==> config.mk <==
export PLATFORM = sky130hd
export DESIGN_NAME = edge_detect_bank
export DESIGN_NICKNAME = d
export VERILOG_FILES = /design/src/rtl/edb_pkg.sv /design/src/rtl/edb_line_cell.sv /design/src/rtl/edb_regs.sv /design/src/rtl/edb_detect.sv /design/src/rtl/edge_detect_bank.sv
export SDC_FILE = /design/constraint.sdc
export NUM_CORES = 2
export LEC_CHECK = 0
export ABC_AREA = 1
export CORE_MARGIN = 10
export CORE_UTILIZATION = 40
export CTS_BUF_LIST = sky130_fd_sc_hd__clkbuf_8 sky130_fd_sc_hd__clkbuf_16
export DETAILED_ROUTE_END_ITERATION = 12
export PLACE_DENSITY_LB_ADDON = 0.05
export SLEW_MARGIN = 40
export SYNTH_ARGS = -nofsm -noshare
export SYNTH_HDL_FRONTEND = slang
export SYNTH_SLANG_ARGS = --single-unit
export TNS_END_PERCENT = 30
==> constraint.sdc <==
create_clock -name clk -period 3.3 [get_ports clk]
set_clock_uncertainty 0.2 [all_clocks]
set_input_delay 0.33 -clock clk [delete_from_list [all_inputs] [get_ports clk]]
set_output_delay 0.33 -clock clk [all_outputs]
set_load 0.1 [all_outputs]
==> src/rtl/edb_pkg.sv <==
package edb_pkg;

  localparam logic [11:0] CTRL_ADDR = 12'h780;
  localparam logic [11:0] CW_BASE   = 12'h808;
  localparam logic [11:0] MW_BASE   = 12'h848;

  typedef enum logic [1:0] {
    EDGE_RISE = 2'b00,
    EDGE_FALL = 2'b01,
    EDGE_BOTH = 2'b10,
    EDGE_RSVD = 2'b11
  } edgeSel_e;

  typedef struct packed {
    logic load;
    logic halt;
  } edbStrobe_t;

endpackage

==> src/rtl/edb_line_cell.sv <==
module edb_line_cell (
  input  logic       prevBit,
  input  logic       curBit,
  input  logic [1:0] code,
  input  logic       maskBit,
  output logic       hit
);
  import edb_pkg::*;

  logic rise;
  logic fall;
  logic raw;

  assign rise = ~prevBit & curBit;
  assign fall = prevBit & ~curBit;

  always_comb begin
    case (edgeSel_e'(code))
      EDGE_RISE: raw = rise;
      EDGE_FALL: raw = fall;
      EDGE_BOTH: raw = rise | fall;
      default:   raw = 1'b0;
    endcase
  end

  assign hit = raw & ~maskBit;
endmodule

==> src/rtl/edb_regs.sv <==
module edb_regs #(
  parameter int NUM_LINES = 256
) (
  input  logic                   clk,
  input  logic                   rstN,
  input  logic                   wrEn,
  input  logic                   rdEn,
  input  logic [11:0]            regAddr,
  input  logic [31:0]            wrData,
  output logic [31:0]            rdData,
  output edb_pkg::edbStrobe_t    strobe,
  output logic                   enableBit,
  output logic [2*NUM_LINES-1:0] cfgCode,
  output logic [NUM_LINES-1:0]   cfgMask
);
  import edb_pkg::*;

  localparam int NUM_CW = NUM_LINES / 16;
  localparam int NUM_MW = NUM_LINES / 32;
  localparam int CW_IW  = (NUM_CW > 1) ? $clog2(NUM_CW) : 1;
  localparam int MW_IW  = (NUM_MW > 1) ? $clog2(NUM_MW) : 1;
  localparam logic [9:0] CW_LIM = 10'(NUM_CW);
  localparam logic [9:0] MW_LIM = 10'(NUM_MW);

  logic [11:0] cwOff;
  logic [11:0] mwOff;
  logic        isCtrl;
  logic        cwHit;
  logic        mwHit;
  logic [CW_IW-1:0] cwIdx;
  logic [MW_IW-1:0] mwIdx;
  logic [31:0] rdNext;
  logic [NUM_CW*32-1:0] cwFlat;
  logic [NUM_MW*32-1:0] mwFlat;

  assign cwOff  = regAddr - CW_BASE;
  assign mwOff  = regAddr - MW_BASE;
  assign isCtrl = (regAddr == CTRL_ADDR);
  assign cwHit  = (regAddr >= CW_BASE) && (regAddr[1:0] == 2'b00) && (cwOff[11:2] < CW_LIM);
  assign mwHit  = (regAddr >= MW_BASE) && (regAddr[1:0] == 2'b00) && (mwOff[11:2] < MW_LIM);
  assign cwIdx  = cwOff[2 +: CW_IW];
  assign mwIdx  = mwOff[2 +: MW_IW];

  for (genvar n = 0; n < NUM_CW; n++) begin : g_cw
    logic [31:0] word;
    always_ff @(posedge clk or negedge rstN) begin
      if (!rstN)                                        word <= '0;
      else if (wrEn && cwHit && (cwIdx == CW_IW'(n)))   word <= wrData;
    end
    assign cwFlat[n*32 +: 32] = word;
  end

  for (genvar n = 0; n < NUM_MW; n++) begin : g_mw
    logic [31:0] word;
    always_ff @(posedge clk or negedge rstN) begin
      if (!rstN)                                        word <= '0;
      else if (wrEn && mwHit && (mwIdx == MW_IW'(n)))   word <= wrData;
    end
    assign mwFlat[n*32 +: 32] = word;
  end

  assign cfgCode = cwFlat;
  assign cfgMask = mwFlat;

  always_ff @(posedge clk or negedge rstN) begin
    if (!rstN)               enableBit <= 1'b0;
    else if (wrEn && isCtrl) enableBit <= wrData[0];
  end

  // a 0->1 change of enable loads the detector, a 0 write stops it
  assign strobe.load = wrEn && isCtrl && wrData[0] && !enableBit;
  assign strobe.halt = wrEn && isCtrl && !wrData[0];

  always_comb begin
    rdNext = '0;
    if (isCtrl)     rdNext = {31'b0, enableBit};
    else if (cwHit) rdNext = cwFlat[{cwIdx, 5'b0} +: 32];
    else if (mwHit) rdNext = mwFlat[{mwIdx, 5'b0} +: 32];
  end

  always_ff @(posedge clk or negedge rstN) begin
    if (!rstN)      rdData <= '0;
    else if (rdEn)  rdData <= rdNext;
  end
endmodule

==> src/rtl/edb_detect.sv <==
module edb_detect #(
  parameter int NUM_LINES = 256
) (
  input  logic                   clk,
  input  logic                   rstN,
  input  edb_pkg::edbStrobe_t    strobe,
  input  logic [2*NUM_LINES-1:0] cfgCode,
  input  logic [NUM_LINES-1:0]   cfgMask,
  input  logic [NUM_LINES-1:0]   lines,
  output logic [NUM_LINES-1:0]   events,
  output logic                   running
);
  logic [2*NUM_LINES-1:0] actCode;
  logic [NUM_LINES-1:0]   actMask;
  logic [NUM_LINES-1:0]   prevLines;
  logic [NUM_LINES-1:0]   hitVec;

  for (genvar r = 0; r < NUM_LINES; r++) begin : g_line
    edb_line_cell u_cell (
      .prevBit (prevLines[r]),
      .curBit  (lines[r]),
      .code    (actCode[2*r +: 2]),
      .maskBit (actMask[r]),
      .hit     (hitVec[r])
    );
  end

  always_ff @(posedge clk or negedge rstN) begin
    if (!rstN) begin
      actCode   <= '0;
      actMask   <= '0;
      prevLines <= '0;
      running   <= 1'b0;
      events    <= '0;
    end else if (strobe.load) begin
      actCode   <= cfgCode;
      actMask   <= cfgMask;
      prevLines <= lines;
      running   <= 1'b1;
      events    <= '0;
    end else if (strobe.halt) begin
      running   <= 1'b0;
      events    <= '0;
    end else if (running) begin
      prevLines <= lines;
      events    <= hitVec;
    end else begin
      events    <= '0;
    end
  end
endmodule

==> src/rtl/edge_detect_bank.sv <==
module edge_detect_bank #(
  parameter int NUM_LINES = 256
) (
  input  logic                 clk,
  input  logic                 rstN,
  input  logic                 wrEn,
  input  logic                 rdEn,
  input  logic [11:0]          regAddr,
  input  logic [31:0]          wrData,
  output logic [31:0]          rdData,
  input  logic [NUM_LINES-1:0] lines,
  output logic [NUM_LINES-1:0] events
);
  edb_pkg::edbStrobe_t    strobe;
  logic                   enableBit;
  logic                   running;
  logic [2*NUM_LINES-1:0] cfgCode;
  logic [NUM_LINES-1:0]   cfgMask;

  edb_regs #(.NUM_LINES(NUM_LINES)) u_regs (
    .clk       (clk),
    .rstN      (rstN),
    .wrEn      (wrEn),
    .rdEn      (rdEn),
    .regAddr   (regAddr),
    .wrData    (wrData),
    .rdData    (rdData),
    .strobe    (strobe),
    .enableBit (enableBit),
    .cfgCode   (cfgCode),
    .cfgMask   (cfgMask)
  );

  edb_detect #(.NUM_LINES(NUM_LINES)) u_detect (
    .clk     (clk),
    .rstN    (rstN),
    .strobe  (strobe),
    .cfgCode (cfgCode),
    .cfgMask (cfgMask),
    .lines   (lines),
    .events  (events),
    .running (running)
  );
endmodule

==> run_summary.xml <==
<?xml version="1.0" encoding="UTF-8"?>
<metrics>
  <group name="outcome">
    <metric name="result_of_the_run" unit="">complete, no violations</metric>
  </group>
  <group name="timing">
    <metric name="setup_repair_after_global_routing_missed_its_margin" unit="">false</metric>
    <metric name="finalCritPeriodShare" unit="%">89.7</metric>
    <metric name="report.final.hold_viol_count" unit="">0</metric>
    <metric name="max_freq" unit="MHz">338</metric>
    <metric name="slew_headroom" unit="%">34.1</metric>
    <metric name="worst_slew_pin_slew" unit="ps">985</metric>
    <metric name="timing.final.crit_period" unit="ps">2960</metric>
    <metric name="finalSetupViolCount" unit="">0</metric>
    <metric name="drv_slew" unit="">0</metric>
    <metric name="post_route_worst_setup_slack" unit="ps">341</metric>
    <metric name="tns" unit="ps">0</metric>
  </group>
  <group name="synthesis">
    <metric name="synthFlopType" unit="">sky130_fd_sc_hd__dfrtp_1</metric>
    <metric name="synth_top_family_by_area" unit="">simple AND/OR/NAND/NOR gates</metric>
    <metric name="synth_area_leaders" unit="">sky130_fd_sc_hd__dfrtp_1 52%, sky130_fd_sc_hd__nand2_1 13%, sky130_fd_sc_hd__ha_1 6.4%</metric>
    <metric name="synth_simple_gate_area_share" unit="%">23.4</metric>
    <metric name="synthXorXnorAreaFrac" unit="%">0.0175</metric>
    <metric name="synth.net_count" unit="">12800</metric>
    <metric name="syn-mean-instance-area" unit="µm²">8.35</metric>
    <metric name="synth_edf_count" unit="">0</metric>
    <metric name="synth-seq-cells" unit="">2082</metric>
    <metric name="yosysTopAreaCell" unit="">sky130_fd_sc_hd__dfrtp_1</metric>
    <metric name="post_synthesis_compound_gate_area_fraction" unit="%">9.87</metric>
    <metric name="asyncSetResetFlopFracSynth" unit="%">100</metric>
    <metric name="synthMostInstantiatedCell" unit="">sky130_fd_sc_hd__nand2_1</metric>
    <metric name="area_of_the_mapped_netlist" unit="µm²">100000</metric>
    <metric name="seq_area_frac_synth" unit="%">52.1</metric>
    <metric name="ys_warn_count" unit="">0</metric>
    <metric name="yosysTopAreaCellShare" unit="%">52.1</metric>
    <metric name="synthAdderAreaFrac" unit="%">6.43</metric>
    <metric name="netlist_top_cells_count" unit="">3406 x sky130_fd_sc_hd__nand2_1, 2082 x sky130_fd_sc_hd__dfrtp_1, 1338 x sky130_fd_sc_hd__inv_1</metric>
    <metric name="synth_cell_types" unit="">33</metric>
    <metric name="post_synthesis_cell_count" unit="">12000</metric>
    <metric name="post_synth_mux_area_share" unit="%">0</metric>
  </group>
  <group name="routing">
    <metric name="drtIter0Drc" unit="">10800</metric>
    <metric name="remaining_drc_errors" unit="">0</metric>
    <metric name="avgViaCountPerCell" unit="">5.42</metric>
    <metric name="detailroute.via_count" unit="">90200</metric>
    <metric name="route.detailed.wl_per_inst" unit="µm">26.9</metric>
    <metric name="detailed_route_wl" unit="mm">447</metric>
    <metric name="first_pass_iters" unit="">7</metric>
    <metric name="postRouteAntennaNets" unit="">0</metric>
  </group>
  <group name="worst_setup_path">
    <metric name="rr_worst_depth" unit="">12</metric>
    <metric name="crit_buf_inv" unit="">5</metric>
    <metric name="worst-endpoint-arrival" unit="ps">3570</metric>
    <metric name="crit_path_max_incr_delay" unit="ps">510</metric>
    <metric name="timing.critical_path.cells" unit="">clkdlybuf4s50_1 &gt; inv_1 &gt; ha_4 &gt; xnor2_1 &gt; buf_12 &gt; nor2_2 &gt; buf_4 &gt; nand2_1 &gt; nand2_1 &gt; inv_1 &gt; nand2_1 &gt; nand3_1 &gt; nand3_1 &gt; nand2_1 &gt; nand2_1</metric>
    <metric name="cp-start-kind" unit="">input pin</metric>
    <metric name="timing.critical_path.slowest_stage_cell" unit="">sky130_fd_sc_hd__clkdlybuf4s50_1</metric>
    <metric name="reg2reg_setup_slack" unit="ps">630</metric>
    <metric name="regToRegEndpoint" unit="">u_regs.rdData[0]$_DFFE_PN0P_</metric>
    <metric name="worst_ep_required_time" unit="ps">3910</metric>
    <metric name="crit_path_max_fanout" unit="">16</metric>
    <metric name="setup.worst_path.end_class" unit="">flop</metric>
    <metric name="critPathMostFrequentCell" unit="">sky130_fd_sc_hd__nand2_1</metric>
    <metric name="regToRegStartpoint" unit="">u_regs.g_cw[10].word[0]$_DFFE_PN0P_</metric>
    <metric name="path_delay_family" unit="">simple AND/OR/NAND/NOR gates</metric>
    <metric name="critical_path_class" unit="">in2reg</metric>
  </group>
  <group name="clock_tree">
    <metric name="tritoncts_clock_tree" unit="">yes</metric>
    <metric name="ctsLongestPathBuffers" unit="">3</metric>
    <metric name="ctsHoldBuffers" unit="">251</metric>
    <metric name="cts.repair_timing.setup_buffer_count" unit="">0</metric>
    <metric name="cts-buffers-inserted" unit="">239</metric>
    <metric name="worst_setup_hold_path_clk_slew" unit="ps">60</metric>
    <metric name="clkLatencyLatePin" unit="ps">890</metric>
    <metric name="clockRootBuffer" unit="">sky130_fd_sc_hd__clkbuf_16</metric>
    <metric name="cts_resized" unit="">0</metric>
    <metric name="numClockSinks" unit="">2082</metric>
    <metric name="cts_max_level" unit="">4</metric>
  </group>
  <group name="global_route">
    <metric name="grt_remaining_overflow" unit="">0</metric>
    <metric name="grt_first_pass_wirelength" unit="mm">638</metric>
    <metric name="grt_max_degree" unit="">140</metric>
    <metric name="tot_gr_track_use" unit="%">32.1</metric>
    <metric name="first_global_vias" unit="">86800</metric>
    <metric name="antenna_found_initial" unit="">40</metric>
  </group>
  <group name="run">
    <metric name="drv.max_cap_violation_count" unit="">0</metric>
  </group>
  <group name="die">
    <metric name="floorplan.die.width" unit="µm">520</metric>
    <metric name="standard_cell_core_area" unit="µm²">249000</metric>
    <metric name="die_area" unit="µm²">270000</metric>
    <metric name="top_level_i_o_count" unit="">592</metric>
    <metric name="die-height" unit="µm">520</metric>
    <metric name="std_cell_rows" unit="">183</metric>
    <metric name="initial_cell_density_of_the_core" unit="%">40.2</metric>
  </group>
  <group name="layout">
    <metric name="multi_input_combinational_cell_area" unit="µm²">39900</metric>
    <metric name="drive_gt1_share" unit="%">12.6</metric>
    <metric name="final_net_count" unit="">13900</metric>
    <metric name="area.sequential" unit="µm²">52100</metric>
    <metric name="utilization_after_layout" unit="%">50.3</metric>
    <metric name="flow.area_growth_from_synthesis" unit="%">25.2</metric>
    <metric name="final.fill_count" unit="">23500</metric>
    <metric name="fin_cells" unit="">16600</metric>
  </group>
  <group name="power_and_ir_drop">
    <metric name="worst_ir_drop_vdd" unit="µV">549</metric>
    <metric name="power_density" unit="nW/µm²">475</metric>
    <metric name="p_leak" unit="nW">65.0</metric>
    <metric name="total_power" unit="mW">59.4</metric>
  </group>
  <group name="min_path">
    <metric name="hold_path_end" unit="">u_detect.prevLines[52]$_DFFE_PN0P_</metric>
    <metric name="worst_hold_path_cell_count" unit="">3</metric>
    <metric name="hold_class" unit="">in2reg</metric>
    <metric name="hold_path_startpoint" unit="">lines[52]</metric>
  </group>
  <group name="placed_design">
    <metric name="place.detailed.hpwl" unit="mm">326</metric>
    <metric name="pre_cts_setup_slack" unit="ps">-390</metric>
    <metric name="dpl.cell_count" unit="">15900</metric>
    <metric name="numPortBuffers" unit="">591</metric>
    <metric name="globalplace.congestion" unit="">1.01</metric>
  </group>
</metrics>
-- worst min-delay path: stages --
cell and delay (ps):
sky130_fd_sc_hd__clkdlybuf4s50_1 570, sky130_fd_sc_hd__nand2_1 130, sky130_fd_sc_hd__o21ai_1 50
-- per-layer routing --
layer  vias up  wire, µm  GRT usage, %  share of wire, %
met5         -       216             0             0.048
met3       915     35500          5.83               7.9
met2      4038    194000          48.3                43
met1     44400    189000          44.3                42
met4        26     27800          16.5               6.2
li1      40800         -             -                 -
-- state kept, by name, summed over array words and instances (netlist names) --
signal	flops
u_detect.actCode	512
u_detect.actMask	256
u_detect.events	256
u_detect.prevLines	256
u_detect.running	1
u_regs.enableBit	1
u_regs.g_cw.word	512
u_regs.g_mw.word	256
u_regs.rdData	32
-- worst max path at each step --
stage | cells past startpoint | end | start | slack [ps]
floorplan | 17 | u_regs.g_mw[4].word[10]$_DFFE_PN0P_ | regAddr[3] | 760
global placement | 15 | u_regs.rdData[0]$_DFFE_PN0P_ | regAddr[4] | -380
detailed placement | 15 | u_regs.rdData[0]$_DFFE_PN0P_ | regAddr[4] | -390
CTS | 15 | u_regs.rdData[0]$_DFFE_PN0P_ | regAddr[4] | 530
global route | 15 | u_regs.rdData[0]$_DFFE_PN0P_ | regAddr[4] | 440
finish | 15 | u_regs.rdData[0]$_DFFE_PN0P_ | regAddr[4] | 340
-- layout make-up --
class | instances | area share (%)
sequential | 2082 | 41.6
multi-input combinational | 7810 | 31.9
timing repair buffer | 1606 | 12.7
clock buffer | 310 | 5.58
inverter | 1346 | 4.04
tap | 3330 | 3.33
clock inverter | 134 | 0.870
antenna | 15 | 0.0300
-- cell families after synthesis --
group                    after synthesis
buffers and inverters               2086
AND/OR/NAND/NOR                     5488
XOR/XNOR                               2
flip-flops                          2082
AO/OA/AOI/OAI                       1806
adder cells (fa/ha/maj)              514
-- cell usage in the layout, fill, tap and decap left out, types with 177 or more instances in the layout --
master / instances
sky130_fd_sc_hd__a21oi_1: 505
sky130_fd_sc_hd__buf_12: 190
sky130_fd_sc_hd__buf_4: 861
sky130_fd_sc_hd__clkbuf_16: 241
sky130_fd_sc_hd__clkdlybuf4s50_1: 301
sky130_fd_sc_hd__dfrtp_1: 2081
sky130_fd_sc_hd__dlygate4sd3_1: 250
sky130_fd_sc_hd__ha_1: 513
sky130_fd_sc_hd__inv_1: 1398
sky130_fd_sc_hd__nand2_1: 3402
sky130_fd_sc_hd__nand3_1: 889
sky130_fd_sc_hd__nand4_1: 351
sky130_fd_sc_hd__nor2_1: 384
sky130_fd_sc_hd__nor3_1: 242
sky130_fd_sc_hd__o21a_1: 242
sky130_fd_sc_hd__o21ai_0: 811
sky130_fd_sc_hd__or2_2: 177
-- through the flow --
step	hold slack, ps	cell area (µm²)
after detailed placement	127	114000
after global routing	20.1	125000
after CTS	15.8	125000
final	55.1	125000
after floorplan	-166	100000
after global placement	121	114000
-- power by group --
part | total, mW | switching [mW] | internal [mW]
Combinational | 5.94 | 3.94 | 2.00
Sequential | 26.2 | 0.245 | 25.9
Clock | 27.3 | 11.4 | 15.9
No activity file was read; power rests on OpenSTA's default activity.
